==> src/rtl/sat_requantizer_pkg.sv <==
package sat_requantizer_pkg;

  typedef enum logic [1:0] {
    ZONE_BELOW = 2'd0,
    ZONE_INSIDE = 2'd1,
    ZONE_ABOVE = 2'd2
  } rq_zone_e;

endpackage

==> src/rtl/rq_step_finder.sv <==
module rq_step_finder #(
  parameter int EW = 13,
  parameter int B  = 4,
  localparam int SW = $clog2(EW)
) (
  input  logic [EW-1:0] span,
  output logic [SW-1:0] step_sh
);

  logic [SW-1:0] msb_idx;

  always_comb begin
    msb_idx = '0;
    for (int i = 0; i < EW; i++) begin
      if (span[i]) msb_idx = SW'(i);
    end
  end

  always_comb begin
    if (msb_idx >= SW'(B)) step_sh = msb_idx - SW'(B);
    else step_sh = '0;
  end

endmodule

==> src/rtl/rq_cell_map.sv <==
module rq_cell_map
  import sat_requantizer_pkg::*;
#(
  parameter int IN_W = 12,
  parameter int B    = 4,
  localparam int EW = IN_W + 1,
  localparam int SW = $clog2(EW)
) (
  input  logic signed [IN_W-1:0] x,
  input  logic signed [IN_W-1:0] lo,
  input  logic signed [IN_W-1:0] hi,
  input  logic [SW-1:0]          step_sh,
  output logic [B-1:0]           code,
  output logic signed [IN_W-1:0] level,
  output logic                   sat_hi,
  output logic                   sat_lo
);

  logic signed [EW-1:0] x_e, lo_e, hi_e, offs_m1, step, half, level_e;
  logic [B-1:0]         cell_idx;
  rq_zone_e             zone;

  assign x_e  = EW'(x);
  assign lo_e = EW'(lo);
  assign hi_e = EW'(hi);

  always_comb begin
    if (x_e >= hi_e) zone = ZONE_ABOVE;
    else if (x_e <= lo_e) zone = ZONE_BELOW;
    else zone = ZONE_INSIDE;
  end

  // ceil((x - lo) / step) - 1 computed as (x - lo - 1) >> log2(step)
  assign offs_m1  = x_e - lo_e - EW'(1);
  assign cell_idx = B'(offs_m1 >>> step_sh);

  always_comb begin
    case (zone)
      ZONE_ABOVE: code = '1;
      ZONE_BELOW: code = '0;
      default:    code = cell_idx;
    endcase
  end

  assign step    = EW'(1) <<< step_sh;
  assign half    = step >>> 1;
  assign level_e = lo_e + (EW'(code) <<< step_sh) + half;
  assign level   = IN_W'(level_e);
  assign sat_hi  = (zone == ZONE_ABOVE);
  assign sat_lo  = (zone == ZONE_BELOW);

endmodule

==> src/rtl/sat_requantizer.sv <==
module sat_requantizer #(
  parameter int IN_W = 12,
  parameter int B    = 4,
  localparam int EW = IN_W + 1,
  localparam int SW = $clog2(EW)
) (
  input  logic                   clk,
  input  logic                   rst_n,
  input  logic                   in_valid,
  input  logic signed [IN_W-1:0] in_sample,
  input  logic signed [IN_W-1:0] lim_lo,
  input  logic signed [IN_W-1:0] lim_hi,
  output logic                   out_valid,
  output logic [B-1:0]           out_code,
  output logic signed [IN_W-1:0] out_level,
  output logic                   out_sat_hi,
  output logic                   out_sat_lo
);

  logic [EW-1:0]          span;
  logic [SW-1:0]          step_sh;
  logic [B-1:0]           code_c, code_q, code_d;
  logic signed [IN_W-1:0] level_c, level_q, level_d;
  logic                   sat_hi_c, sat_hi_q, sat_hi_d;
  logic                   sat_lo_c, sat_lo_q, sat_lo_d;
  logic                   vld_q;

  assign span = EW'(EW'(lim_hi) - EW'(lim_lo));

  rq_step_finder #(.EW(EW), .B(B)) u_step (
    .span    (span),
    .step_sh (step_sh)
  );

  rq_cell_map #(.IN_W(IN_W), .B(B)) u_map (
    .x       (in_sample),
    .lo      (lim_lo),
    .hi      (lim_hi),
    .step_sh (step_sh),
    .code    (code_c),
    .level   (level_c),
    .sat_hi  (sat_hi_c),
    .sat_lo  (sat_lo_c)
  );

  always_comb begin
    code_d   = code_q;
    level_d  = level_q;
    sat_hi_d = sat_hi_q;
    sat_lo_d = sat_lo_q;
    if (in_valid) begin
      code_d   = code_c;
      level_d  = level_c;
      sat_hi_d = sat_hi_c;
      sat_lo_d = sat_lo_c;
    end
  end

  always_ff @(posedge clk or negedge rst_n) begin
    if (!rst_n) begin
      vld_q    <= 1'b0;
      code_q   <= '0;
      level_q  <= '0;
      sat_hi_q <= 1'b0;
      sat_lo_q <= 1'b0;
    end else begin
      vld_q    <= in_valid;
      code_q   <= code_d;
      level_q  <= level_d;
      sat_hi_q <= sat_hi_d;
      sat_lo_q <= sat_lo_d;
    end
  end

  assign out_valid  = vld_q;
  assign out_code   = code_q;
  assign out_level  = level_q;
  assign out_sat_hi = sat_hi_q;
  assign out_sat_lo = sat_lo_q;

endmodule

==> config.mk <==
export PLATFORM = sky130hd
export DESIGN_NAME = sat_requantizer
export DESIGN_NICKNAME = d
export VERILOG_FILES = /design/src/rtl/sat_requantizer_pkg.sv /design/src/rtl/rq_step_finder.sv /design/src/rtl/rq_cell_map.sv /design/src/rtl/sat_requantizer.sv
export SDC_FILE = /design/constraint.sdc
export NUM_CORES = 1
export LEC_CHECK = 0
export ABC_AREA = 1
export CAP_MARGIN = 15
export CORE_ASPECT_RATIO = 0.5
export CORE_MARGIN = 2
export CORE_UTILIZATION = 58
export DETAILED_ROUTE_END_ITERATION = 16
export PLACE_DENSITY = 0.87
export SYNTH_ARGS = -nofsm -noshare
export SYNTH_HDL_FRONTEND = slang
export SYNTH_HIERARCHICAL = 1
export SYNTH_SLANG_ARGS = --single-unit
export TNS_END_PERCENT = 1
==> constraint.sdc <==
create_clock -name clk -period 0.82 [get_ports clk]
set_input_delay 0.205 -clock clk [delete_from_list [all_inputs] [get_ports clk]]
set_output_delay 0.205 -clock clk [all_outputs]
set_load 0.1 [all_outputs]
==> reports/qor.csv, run 1 <==
stage;metric;value;unit
run_status;status;stopped before the end;
run_status;lastStage;5_1_grt;
run_status;tool.error;[ERROR GRT-0116] Global routing finished with congestion. Check the congestion regions in the DRC Viewer.;
clocking;h-tree-depth;1;
clocking;cts-root-buf;clkbuf_16;
logic_synthesis;netlist_area;4350;sq um
place;place.gp.congestion;0.980;
global_route;grt_pass1_wl;47900;um
floorplanning;die_w;127;um
floorplanning;start_util;59.7;%
logic_synthesis;syn-instance-count;700;
floorplanning;ios;58;
global_route;grt.overflow.total;64;
clocking;cts_buffer_depth;2;
floorplanning;die_y;65.3;um
logic_synthesis;yosys_warnings;6;
global_route;grt_use_total;77.5;%
logic_synthesis;syn_nets;800;
place;hpwlAfterDp;14500;um
place;postPlaceCellArea;6130;sq um
clocking;cts_sinks;19;
logic_synthesis;syn_avg_cell_area;6.22;sq um
place;portBuffers;57;
global_route;grt_pass1_vias;7870;
global_route;grt_max_degree;20;
clocking;cts_buffers;3;
floorplanning;num_rows;22;
[routing by layer]
| metal | overflow | GRT usage, % |
|---|---|---|
| met5 | 0 | 25.5 |
| met4 | 25 | 79.9 |
| met3 | 2 | 58.9 |
| met2 | 37 | 95.4 |
| met1 | 0 | 78.7 |
[per-stage QoR]
stage	worst slack, ns	instances	hold WS [ns]
2_1_floorplan	-4.56	700	-0.0906
3_3_place_gp	-5.32	966	0.555
3_5_place_dp	-5.99	966	0.567
4_1_cts	-4.76	990	0.293
[what timing repair did]
action / in CTS
resized for setup: 186
endpoints found under the setup margin: 37
buffers inserted: 19
cloned: 1
pin swaps: 64
hold buffers: 0
==> inputs of run 2 (changes only) <==
--- a/config.mk
+++ b/config.mk
@@ -7,11 +7,10 @@
 export LEC_CHECK = 0
 export ABC_AREA = 1
 export CAP_MARGIN = 15
-export CORE_ASPECT_RATIO = 0.5
 export CORE_MARGIN = 2
-export CORE_UTILIZATION = 58
+export CORE_UTILIZATION = 40
 export DETAILED_ROUTE_END_ITERATION = 16
-export PLACE_DENSITY = 0.87
+export PLACE_DENSITY_LB_ADDON = 0.15
 export SYNTH_ARGS = -nofsm -noshare
 export SYNTH_HDL_FRONTEND = slang
 export SYNTH_HIERARCHICAL = 1
==> run 2 against run 1 <==
  * The flow now finishes, with violations (setup timing)
  * Synthesized cell count unchanged
  * Synthesized area unchanged
==> reports/qor.csv, run 2 <==
stage;metric;value;unit;change
run_status;status;finished with violations;;
run_status;violations;setup timing;;
drt;vias_per_cell;4.84;;
setup_path;arrival;5.60;ns;
finish;largest_register_ffs;12;;
setup_path;required;0.96;ns;
setup_path;regToRegStartpoint;out_level[7];;
setup_path;cp_max_fo;6;;
sta;slew_headroom;78.8;%;
sta;fin_worst_skew;0;ns;
global_route;grt_pass1_wl;24200;um;
place;postPlaceCellArea;6390;sq um;+4.2%
pwr;p_leak;3.98;nW;
clocking;cts-hold-fix-buffers;0;;unchanged
drt;dr.pass1.iters;4;;
pwr;ir_worst_vdd;2840;uV;
finish;final_cell_mix;buf_4, nand2_1, inv_1;;
setup_path;cp_slowest_cell;fa_1;;
finish;syn2layout_area_growth;68.2;%;
logic_synthesis;syn_avg_cell_area;6.22;sq um;unchanged
global_route;grt_max_degree;20;;
sta;layout_setup_ws;-4.63;ns;
setup_path;critical_path.startpoint;lim_hi[0];;
min_path;min_path_type;input port to asynchronous set/reset pin;;
logic_synthesis;netlist_area;4350;sq um;unchanged
floorplanning;ios;58;;unchanged
sta;setup_viol;37;;
sta;fin_crit;5.45;ns;
sta;hold_violations;0;;
clocking;h-tree-depth;1;;unchanged
finish;final_common_cell;buf_4;;
clocking;worstSkewPairLatency;0.25;ns;
floorplanning;die_w;108;um;-14%
setup_path;worst_path_largest_cell_delay;0.55;ns;
clocking;cts_buffer_depth;2;;unchanged
clocking;cts_tree;yes;;
sta;max_freq;183;MHz;
finish;design_area;7320;sq um;
setup_path;crit_top_cell;nand3_2;;
sta;fin_setup_tns;-64.01;ns;
sta;fin_crit_sh;665;%;
drt;dr.first_iter.drc_count;241;;
clocking;clk_pin_slew;0.07;ns;
drt;ant_nets;0;;
global_route;grt_pass1_vias;5266;;
place;hpwlAfterDp;11900;um;-18%
finish;seq_area;475;sq um;
place;place.gp.congestion;0.911;;-7.0%
job;cap_viol_max_count;0;;
logic_synthesis;syn-instance-count;700;;unchanged
floorplanning;die_y;108;um;+66%
drt;wire_per_inst;13.8;um;
logic_synthesis;yosys_warnings;6;;unchanged
logic_synthesis;syn_nets;800;;unchanged
floorplanning;dieArea;11700;sq um;
sta;tightest_slew;0.317;ns;
floorplanning;num_rows;38;;+73%
clocking;cts_sinks;19;;unchanged
finish;diodes;0;;
drt;vias;5174;;
setup_path;worst_setup_path_start_kind;input port;;
clocking;cts-root-buf;clkbuf_8;;
clocking;cts_buffers;3;;unchanged
place;portBuffers;57;;unchanged
sta;rsz0062_at_grt;yes;;
finish;drive_gt1_share;44.3;%;
floorplanning;start_util;40.5;%;-19 points
drt;drc;0;;
global_route;grt.overflow.total;0;;
finish;fill_cells;942;;
floorplanning;coreArea;10700;sq um;
global_route;antenna_found_initial;0;;
setup_path;crit_path_end_kind;register;;
setup_path;path_class;input port to register;;
sta;slew_viol_final;0;;
pwr;p_per_area;2540;nW/um^2;
finish;multiInputGateArea;3860;sq um;
finish;nets;1031;;
drt;wl;14800;um;
global_route;grt_use_total;25.6;%;
-- run 2: repair_timing --
action,in CTS,in global routing
resized for setup,149,66
gates cloned,1,0
setup buffers,18,12
pin swaps,44,58
setup endpoints to repair,37,37
-- run 2: worst paths after layout --
path                            endpoint  slack, ns  cells past startpoint
max                        out_level[11]      -4.63                     42
min                           out_sat_lo       0.28                      2
max reg2reg                 out_level[7]       0.02                      1
min reg2reg                out_level[11]       0.58                      1
max in group asynchronous   out_level[3]       0.41                      2
min in group clk            out_level[0]       0.53                      4
-- run 2: through the flow --
stage / hold WS (ns) / utilization, % / setup WS [ns] / total power [W] / cells
final: 0.279 / 68.1 / -4.63 / 0.0186 / 1070
after global routing: 0.294 / 68.1 / -4.98 / 0.0198 / 1070
after CTS: 0.275 / 65.5 / -4.55 / 0.0177 / 1058
after detailed placement: 0.556 / 59.5 / -5.52 / 0.0156 / 1035
after global placement: 0.554 / 59.5 / -5.29 / 0.0154 / 1035
after floorplan: -0.0906 / - / -4.56 / 0.00977 / 700
-- run 2: layout make-up --
cell class / instances / share of cell area [%]
inverters: 160 / 8.24
flip-flops and latches: 19 / 6.50
repair buffers: 236 / 29.5
clock buffers: 4 / 0.615
multi-input cells: 511 / 52.8
well taps: 140 / 2.39
-- run 2: per-layer routing --
metal | vias to the layer above | GRT usage, % | wire length [um]
met3 | 20 | 2.59 | 441
met5 | - | 0 | 0
met2 | 109 | 45.4 | 7230
met1 | 2390 | 33.1 | 6750
li1 | 2655 | - | -
met4 | 0 | 6.32 | 337
-- run 2: critical path: cells and delay by family --
family                   cells  cell delay (ns)
adder cells (fa/ha/maj)      5             1.59
XOR/XNOR                     2             0.33
AO/OA/AOI/OAI                8             1.11
buffers and inverters        9             0.81
AND/OR/NAND/NOR             17             1.28
multiplexers                 1             0.25
-- run 2: where the power goes --
group	switching (W)	internal [W]
registers	0.000430	0.00136
clock network	0.000295	0.000345
logic	0.00888	0.00730
Note: power is estimated with default switching activity, not from simulation.
==> inputs of run 3 (changes only) <==
--- a/config.mk
+++ b/config.mk
@@ -10,6 +10,7 @@
 export CORE_MARGIN = 2
 export CORE_UTILIZATION = 40
 export DETAILED_ROUTE_END_ITERATION = 16
+export DONT_BUFFER_PORTS = 1
 export PLACE_DENSITY_LB_ADDON = 0.15
 export SYNTH_ARGS = -nofsm -noshare
 export SYNTH_HDL_FRONTEND = slang
==> run 3 against run 2 <==
  * The flow still finishes with violations (setup timing)
  * Final area is 12% lower
  * Die area unchanged
  * Global-route usage is 1.1 points lower
  * Combinational power down 7%
  * Non-clock buffer count shrank 81
  * Sequential share of layout area grew 0.91 points
  * Cell count decreased by 7.6%
  * Maximum frequency is 5.1% higher
  * Critical path depth up 2
  * Via count down 6.8%
  * Sequential cell count unchanged
  * Register-to-register slack is essentially flat
  * Critical path type unchanged
  * Largest power group unchanged
==> reports/qor.csv, run 3 (synthesis gave the netlist of run 2 again) <==
stage;metric;value;unit;change
setup_path;cp_slowest_cell;fa_1;;
run_status;violations;setup timing;;
clocking;cts_tree;yes;;
drt;drc;0;;unchanged
clocking;cts_buffers;3;;unchanged
drt;vias;4821;;-6.8%
global_route;antenna_found_initial;0;;unchanged
place;post-place-ws;-4.89;ns;+0.631 ns
finish;fill_cells;1029;;+9.2%
min_path;min_path_type;input port to asynchronous set/reset pin;;
floorplanning;coreArea;10700;sq um;unchanged
setup_path;cp_top_family;adder cells;;
drt;wl;13800;um;-6.7%
floorplanning;die_w;108;um;unchanged
floorplanning;die_y;108;um;unchanged
sta;fin_crit_sh;633;%;-32 points
finish;final_common_cell;nand2_1;;
pwr;ir_worst_vdd;2630;uV;-7.5%
setup_path;cp_max_fo;6;;unchanged
drt;wire_per_inst;13.9;um;+0.99%
drt;vias_per_cell;4.87;;+0.81%
setup_path;ff2ff_setup_slack;0.01;ns;about the same
finish;fin_util;59.7;%;-8.4 points
job;cap_viol_max_count;0;;unchanged
global_route;grt_max_degree;20;;unchanged
clocking;cts_sinks;19;;unchanged
global_route;grt_pass1_wl;23000;um;-4.9%
clocking;clk_pin_slew;0.07;ns;about the same
place;place.gp.congestion;0.932;;+2.3%
setup_path;r2r_cells;1;;unchanged
setup_path;worst-path-stages;44;;+4.8%
global_route;gr-usage-met1;31.6;%;-1.5 points
floorplanning;start_util;40.5;%;unchanged
finish;diodes;0;;unchanged
floorplanning;dieArea;11700;sq um;unchanged
place;portBuffers;0;;-100%
setup_path;arrival;5.33;ns;-0.27 ns
floorplanning;ios;58;;unchanged
global_route;grt.overflow.total;0;;unchanged
sta;slew_headroom;44.1;%;-35 points
run_status;status;finished with violations;;
clocking;worstSkewPairLatency;0.25;ns;about the same
global_route;grt_use_met3;2.59;%;unchanged
finish;nets;950;;-7.9%
clocking;cts_buffer_depth;2;;unchanged
setup_path;path_class;input port to register;;
finish;design_area;6420;sq um;-12%
sta;rsz0062_at_grt;yes;;
drt;dr.pass1.iters;5;;+1
finish;syn2layout_area_growth;47.5;%;
place;hpwlAfterDp;11500;um;-3.5%
setup_path;required;0.96;ns;about the same
drt;ant_nets;0;;unchanged
finish;largest_register_ffs;12;;unchanged
clocking;h-tree-depth;1;;unchanged
pwr;p_per_area;2720;nW/um^2;+7.1%
global_route;grt.busiest_layer;met2;;
setup_path;crit_path_end_kind;register;;
global_route;grt_use_total;24.4;%;-1.1 points
drt;dr.first_iter.drc_count;163;;-32%
sta;fin_crit;5.19;ns;-0.266 ns
pwr;p_leak;3.57;nW;-10%
sta;layout_setup_ws;-4.37;ns;+0.266 ns
sta;max_freq;193;MHz;+5.1%
sta;slew_viol_final;0;;unchanged
setup_path;crit_buf_inv;9;;unchanged
clocking;cts-root-buf;clkbuf_8;;
finish;final_cell_mix;nand2_1, inv_1, buf_4;;
sta;tightest_slew;0.838;ns;+0.520 ns
place;postPlaceCellArea;5730;sq um;-10%
global_route;grt_pass1_vias;5008;;-4.9%
floorplanning;num_rows;38;;unchanged
finish;drive_gt1_share;36.9;%;-7.4 points
setup_path;worst_setup_path_start_kind;input port;;
setup_path;crit_top_cell;nand2_1;;
sta;setup_viol;37;;unchanged
sta;hold_violations;0;;unchanged
global_route;grt_use_met2;42.6;%;-2.8 points
setup_path;worst_path_largest_cell_delay;0.55;ns;about the same
sta;fin_worst_skew;0;ns;unchanged
## run 3: path summary, 6_finish.rpt
path                               from            end
min                               rst_n   out_level[8]
max reg2reg                out_level[2]   out_level[2]
max in group asynchronous         rst_n      out_valid
min reg2reg                  out_sat_lo     out_sat_lo
min in group clk               in_valid   out_level[8]
max                           lim_hi[0]  out_level[11]
## run 3: repair_timing
action,4_1_cts,5_1_grt
hold endpoints to repair,20,0
gates cloned,1,0
hold buffers,2,0
setup buffers,14,3
gates resized for setup,78,43
setup endpoints to repair,37,56
pin swaps,45,33
## run 3: layout make-up
type / instances / area, sq um / share of cell area [%]
tap: 140 / 175 / 2.73
timing repair buffer: 155 / 1440 / 22.5
multi-input combinational: 511 / 3660 / 57.1
inverter: 160 / 616 / 9.59
clock buffer: 4 / 45.0 / 0.702
sequential: 19 / 475 / 7.41
## run 3: layer usage
metal / wire (um) / vias to the layer above
li1: - / 2478
met1: 6090 / 2230
met2: 6740 / 91
met3: 465 / 22
met4: 483 / 0
met5: 0 / -
## run 3: where the power goes
group | internal [W] | switching [W] | total [W]
logic | 0.00662 | 0.00842 | 0.0150
clock network | 0.000345 | 0.000304 | 0.000650
registers | 0.00136 | 0.000435 | 0.00180
## run 3: per-stage QoR
stage | hold WS, ns | instances | power, W | TNS, ns
2_1_floorplan | -0.0906 | 700 | 0.00977 | -59.38
3_3_place_gp | -0.0902 | 965 | 0.0150 | -60.13
3_5_place_dp | -0.0902 | 965 | 0.0151 | -61.43
4_1_cts | 0.0969 | 986 | 0.0170 | -63.58
5_1_grt | 0.0875 | 989 | 0.0187 | -64.32
6_report | 0.0401 | 989 | 0.0175 | -58.90
==> inputs of run 4 (changes only) <==
--- a/config.mk
+++ b/config.mk
@@ -12,6 +12,7 @@
 export DETAILED_ROUTE_END_ITERATION = 16
 export DONT_BUFFER_PORTS = 1
 export PLACE_DENSITY_LB_ADDON = 0.15
+export SKIP_CTS_REPAIR_TIMING = 1
 export SYNTH_ARGS = -nofsm -noshare
 export SYNTH_HDL_FRONTEND = slang
 export SYNTH_HIERARCHICAL = 1
==> constraint.sdc (replaced) <==
create_clock -name clk -period 4.2 [get_ports clk]
set_input_delay 1.05 -clock clk [delete_from_list [all_inputs] [get_ports clk]]
set_output_delay 1.05 -clock clk [all_outputs]
set_load 0.1 [all_outputs]
==> run 4 against run 3 <==
  * Non-clock buffer count fell by 36
  * Worst hold slack improved by 0.45 ns
  * Combinational power fell by 88%
  * The run still ends with setup timing left
  * Largest cell class unchanged
  * Register-to-register slack better by 2.9 ns
==> reports/qor.csv, run 4 (synthesis gave the netlist of run 2 again) <==
stage;metric;value;unit;change
run_status;status;finished with violations;;
run_status;violations;setup timing;;
setup_path;arrival;6.27;ns;+0.94 ns
floorplanning;start_util;40.5;%;unchanged
job;cap_viol_max_count;0;;unchanged
clocking;worstSkewPairLatency;0.25;ns;about the same
pwr;p_seq_share;31.4;%;+21 points
drt;wire_per_inst;13.5;um;-2.9%
pwr;pwr-share-comb;64.3;%;-22 points
setup_path;cp_max_fo;5;;-1
floorplanning;num_rows;38;;unchanged
drt;dr.pass1.iters;4;;-1
sta;setup_viol;12;;-68%
sta;hold_violations;0;;unchanged
clocking;cts-root-buf;clkbuf_8;;
setup_path;cp_slowest_cell;fa_1;;
global_route;grt.overflow.total;0;;unchanged
drt;ant_nets;0;;unchanged
clocking;clk_pin_slew;0.07;ns;about the same
pwr;p_int;0.00122;W;-85%
place;portBuffers;0;;unchanged
setup_path;crit_path_end_kind;register;;
setup_path;path_class;input port to register;;
pwr;p_sw;0.00164;W;-82%
pwr;p_per_area;497;nW/um^2;-82%
drt;drc;0;;unchanged
finish;final_common_cell;nand2_1;;
finish;final_cell_mix;nand2_1, inv_1, buf_4;;
drt;vias_per_cell;4.92;;+0.83%
sta;layout_setup_ws;-1.94;ns;+2.43 ns
setup_path;worst_setup_path_start_kind;input port;;
sta;fin_crit;6.14;ns;
drt;dr.first_iter.drc_count;217;;+33%
min_path;min_path_type;input port to asynchronous set/reset pin;;
finish;diodes;0;;unchanged
global_route;antenna_found_initial;0;;unchanged
place;place.gp.congestion;0.877;;-5.9%
clocking;cts_buffer_depth;2;;unchanged
clocking;cts_buffers;3;;unchanged
floorplanning;die_y;108;um;unchanged
finish;fill_cells;1146;;+11%
sta;slew_headroom;37.7;%;-6.4 points
sta;tightest_slew;0.935;ns;+0.0974 ns
global_route;grt_pass1_wl;21400;um;-7.2%
floorplanning;die_w;108;um;unchanged
finish;nets;914;;-3.8%
sta;slew_viol_final;0;;unchanged
finish;syn2layout_area_growth;32.3;%;
pwr;clkPwrFrac;4.3;%;+0.6 points
clocking;h-tree-depth;1;;unchanged
floorplanning;ios;58;;unchanged
clocking;cts_sinks;19;;unchanged
finish;drive_gt1_share;31.7;%;-5.1 points
sta;fin_crit_sh;146;%;
setup_path;worst_path_largest_cell_delay;0.59;ns;+0.04 ns
global_route;grt_max_degree;20;;unchanged
floorplanning;dieArea;11700;sq um;unchanged
floorplanning;coreArea;10700;sq um;unchanged
pwr;p_leak;3.29;nW;-7.8%
sta;fin_setup_tns;-14.18;ns;+44.71 ns
sta;fin_worst_skew;0;ns;unchanged
pwr;swShare;57.4;%;+5.0 points
drt;vias;4684;;-2.8%
global_route;grt_pass1_vias;4758;;-5.0%
sta;rsz0062_at_grt;yes;;
setup_path;required;4.34;ns;+3.38 ns
drt;wl;12900;um;-6.4%
sta;whs;0.486;ns;+0.445 ns
place;hpwlAfterDp;11200;um;-3.0%
pwr;ir_worst_vdd;544;uV;-79%
finish;largest_register_ffs;12;;unchanged
clocking;cts_tree;yes;;
setup_path;crit_top_cell;nand3_2;;
global_route;grt_use_total;22.6;%;-1.8 points
sta;max_freq;163;MHz;
run 4: per-stage QoR:
| step | cells | util (%) | setup slack, ns | area [sq um] | total power, W |
|---|---|---|---|---|---|
| after floorplan | 700 | - | -2.02 | 4360 | 0.00191 |
| after global placement | 941 | 49.4 | -2.22 | 5310 | 0.00251 |
| after detailed placement | 941 | 49.4 | -2.42 | 5310 | 0.00252 |
| after CTS | 945 | 49.9 | -2.17 | 5360 | 0.00266 |
| after global routing | 953 | 53.6 | -2.33 | 5760 | 0.00311 |
| final | 953 | 53.6 | -1.94 | 5760 | 0.00286 |
run 4: critical path, delay by kind of cell:
kind                     cells  cell delay, ns
AO/OA/AOI/OAI                8            1.04
XOR/XNOR                     1            0.16
adder cells (fa/ha/maj)      5            1.68
buffers and inverters        9            0.76
multiplexers                 1            0.25
AND/OR/NAND/NOR             18            1.32
run 4: layout make-up:
cell class | count | area (sq um) | share of cell area, %
multi-input cells | 511 | 3510 | 61.0
well taps | 140 | 175 | 3.04
inverters | 160 | 608 | 10.6
flip-flops and latches | 19 | 475 | 8.26
repair buffers | 119 | 942 | 16.4
clock buffers | 4 | 45.0 | 0.782
run 4: per-layer routing:
metal  vias to the layer above  part of all wire, %  global-route usage [%]
li1                       2415                    -                       -
met1                      2151                   45                    30.0
met2                        97                   48                    39.0
met3                        21                  3.9                    2.35
met4                         0                  2.7                    6.04
met5                         -                    0                       0
run 4: final timing paths:
check	startpoint	to	slack, ns	cells past startpoint
worst min register to register	out_code[3]	out_code[3]	1.21	1
min in group clk	in_valid	out_valid	0.82	0
worst min-delay path	rst_n	out_level[3]	0.49	0
worst max register to register	out_level[0]	out_level[0]	2.89	1
max in group asynchronous	rst_n	out_level[9]	3.65	0
worst max-delay path	lim_hi[0]	out_level[11]	-1.94	42
run 4: power groups by stage:
stage / Combinational [W] / Clock, W / Sequential, W
after detailed placement: 0.00162 / 0 / 0.000906
after global routing: 0.00206 / 0.000140 / 0.000912
final: 0.00184 / 0.000123 / 0.000900
after global placement: 0.00160 / 0 / 0.000904
after floorplan: 0.00102 / 0 / 0.000887
after CTS: 0.00163 / 0.000130 / 0.000901
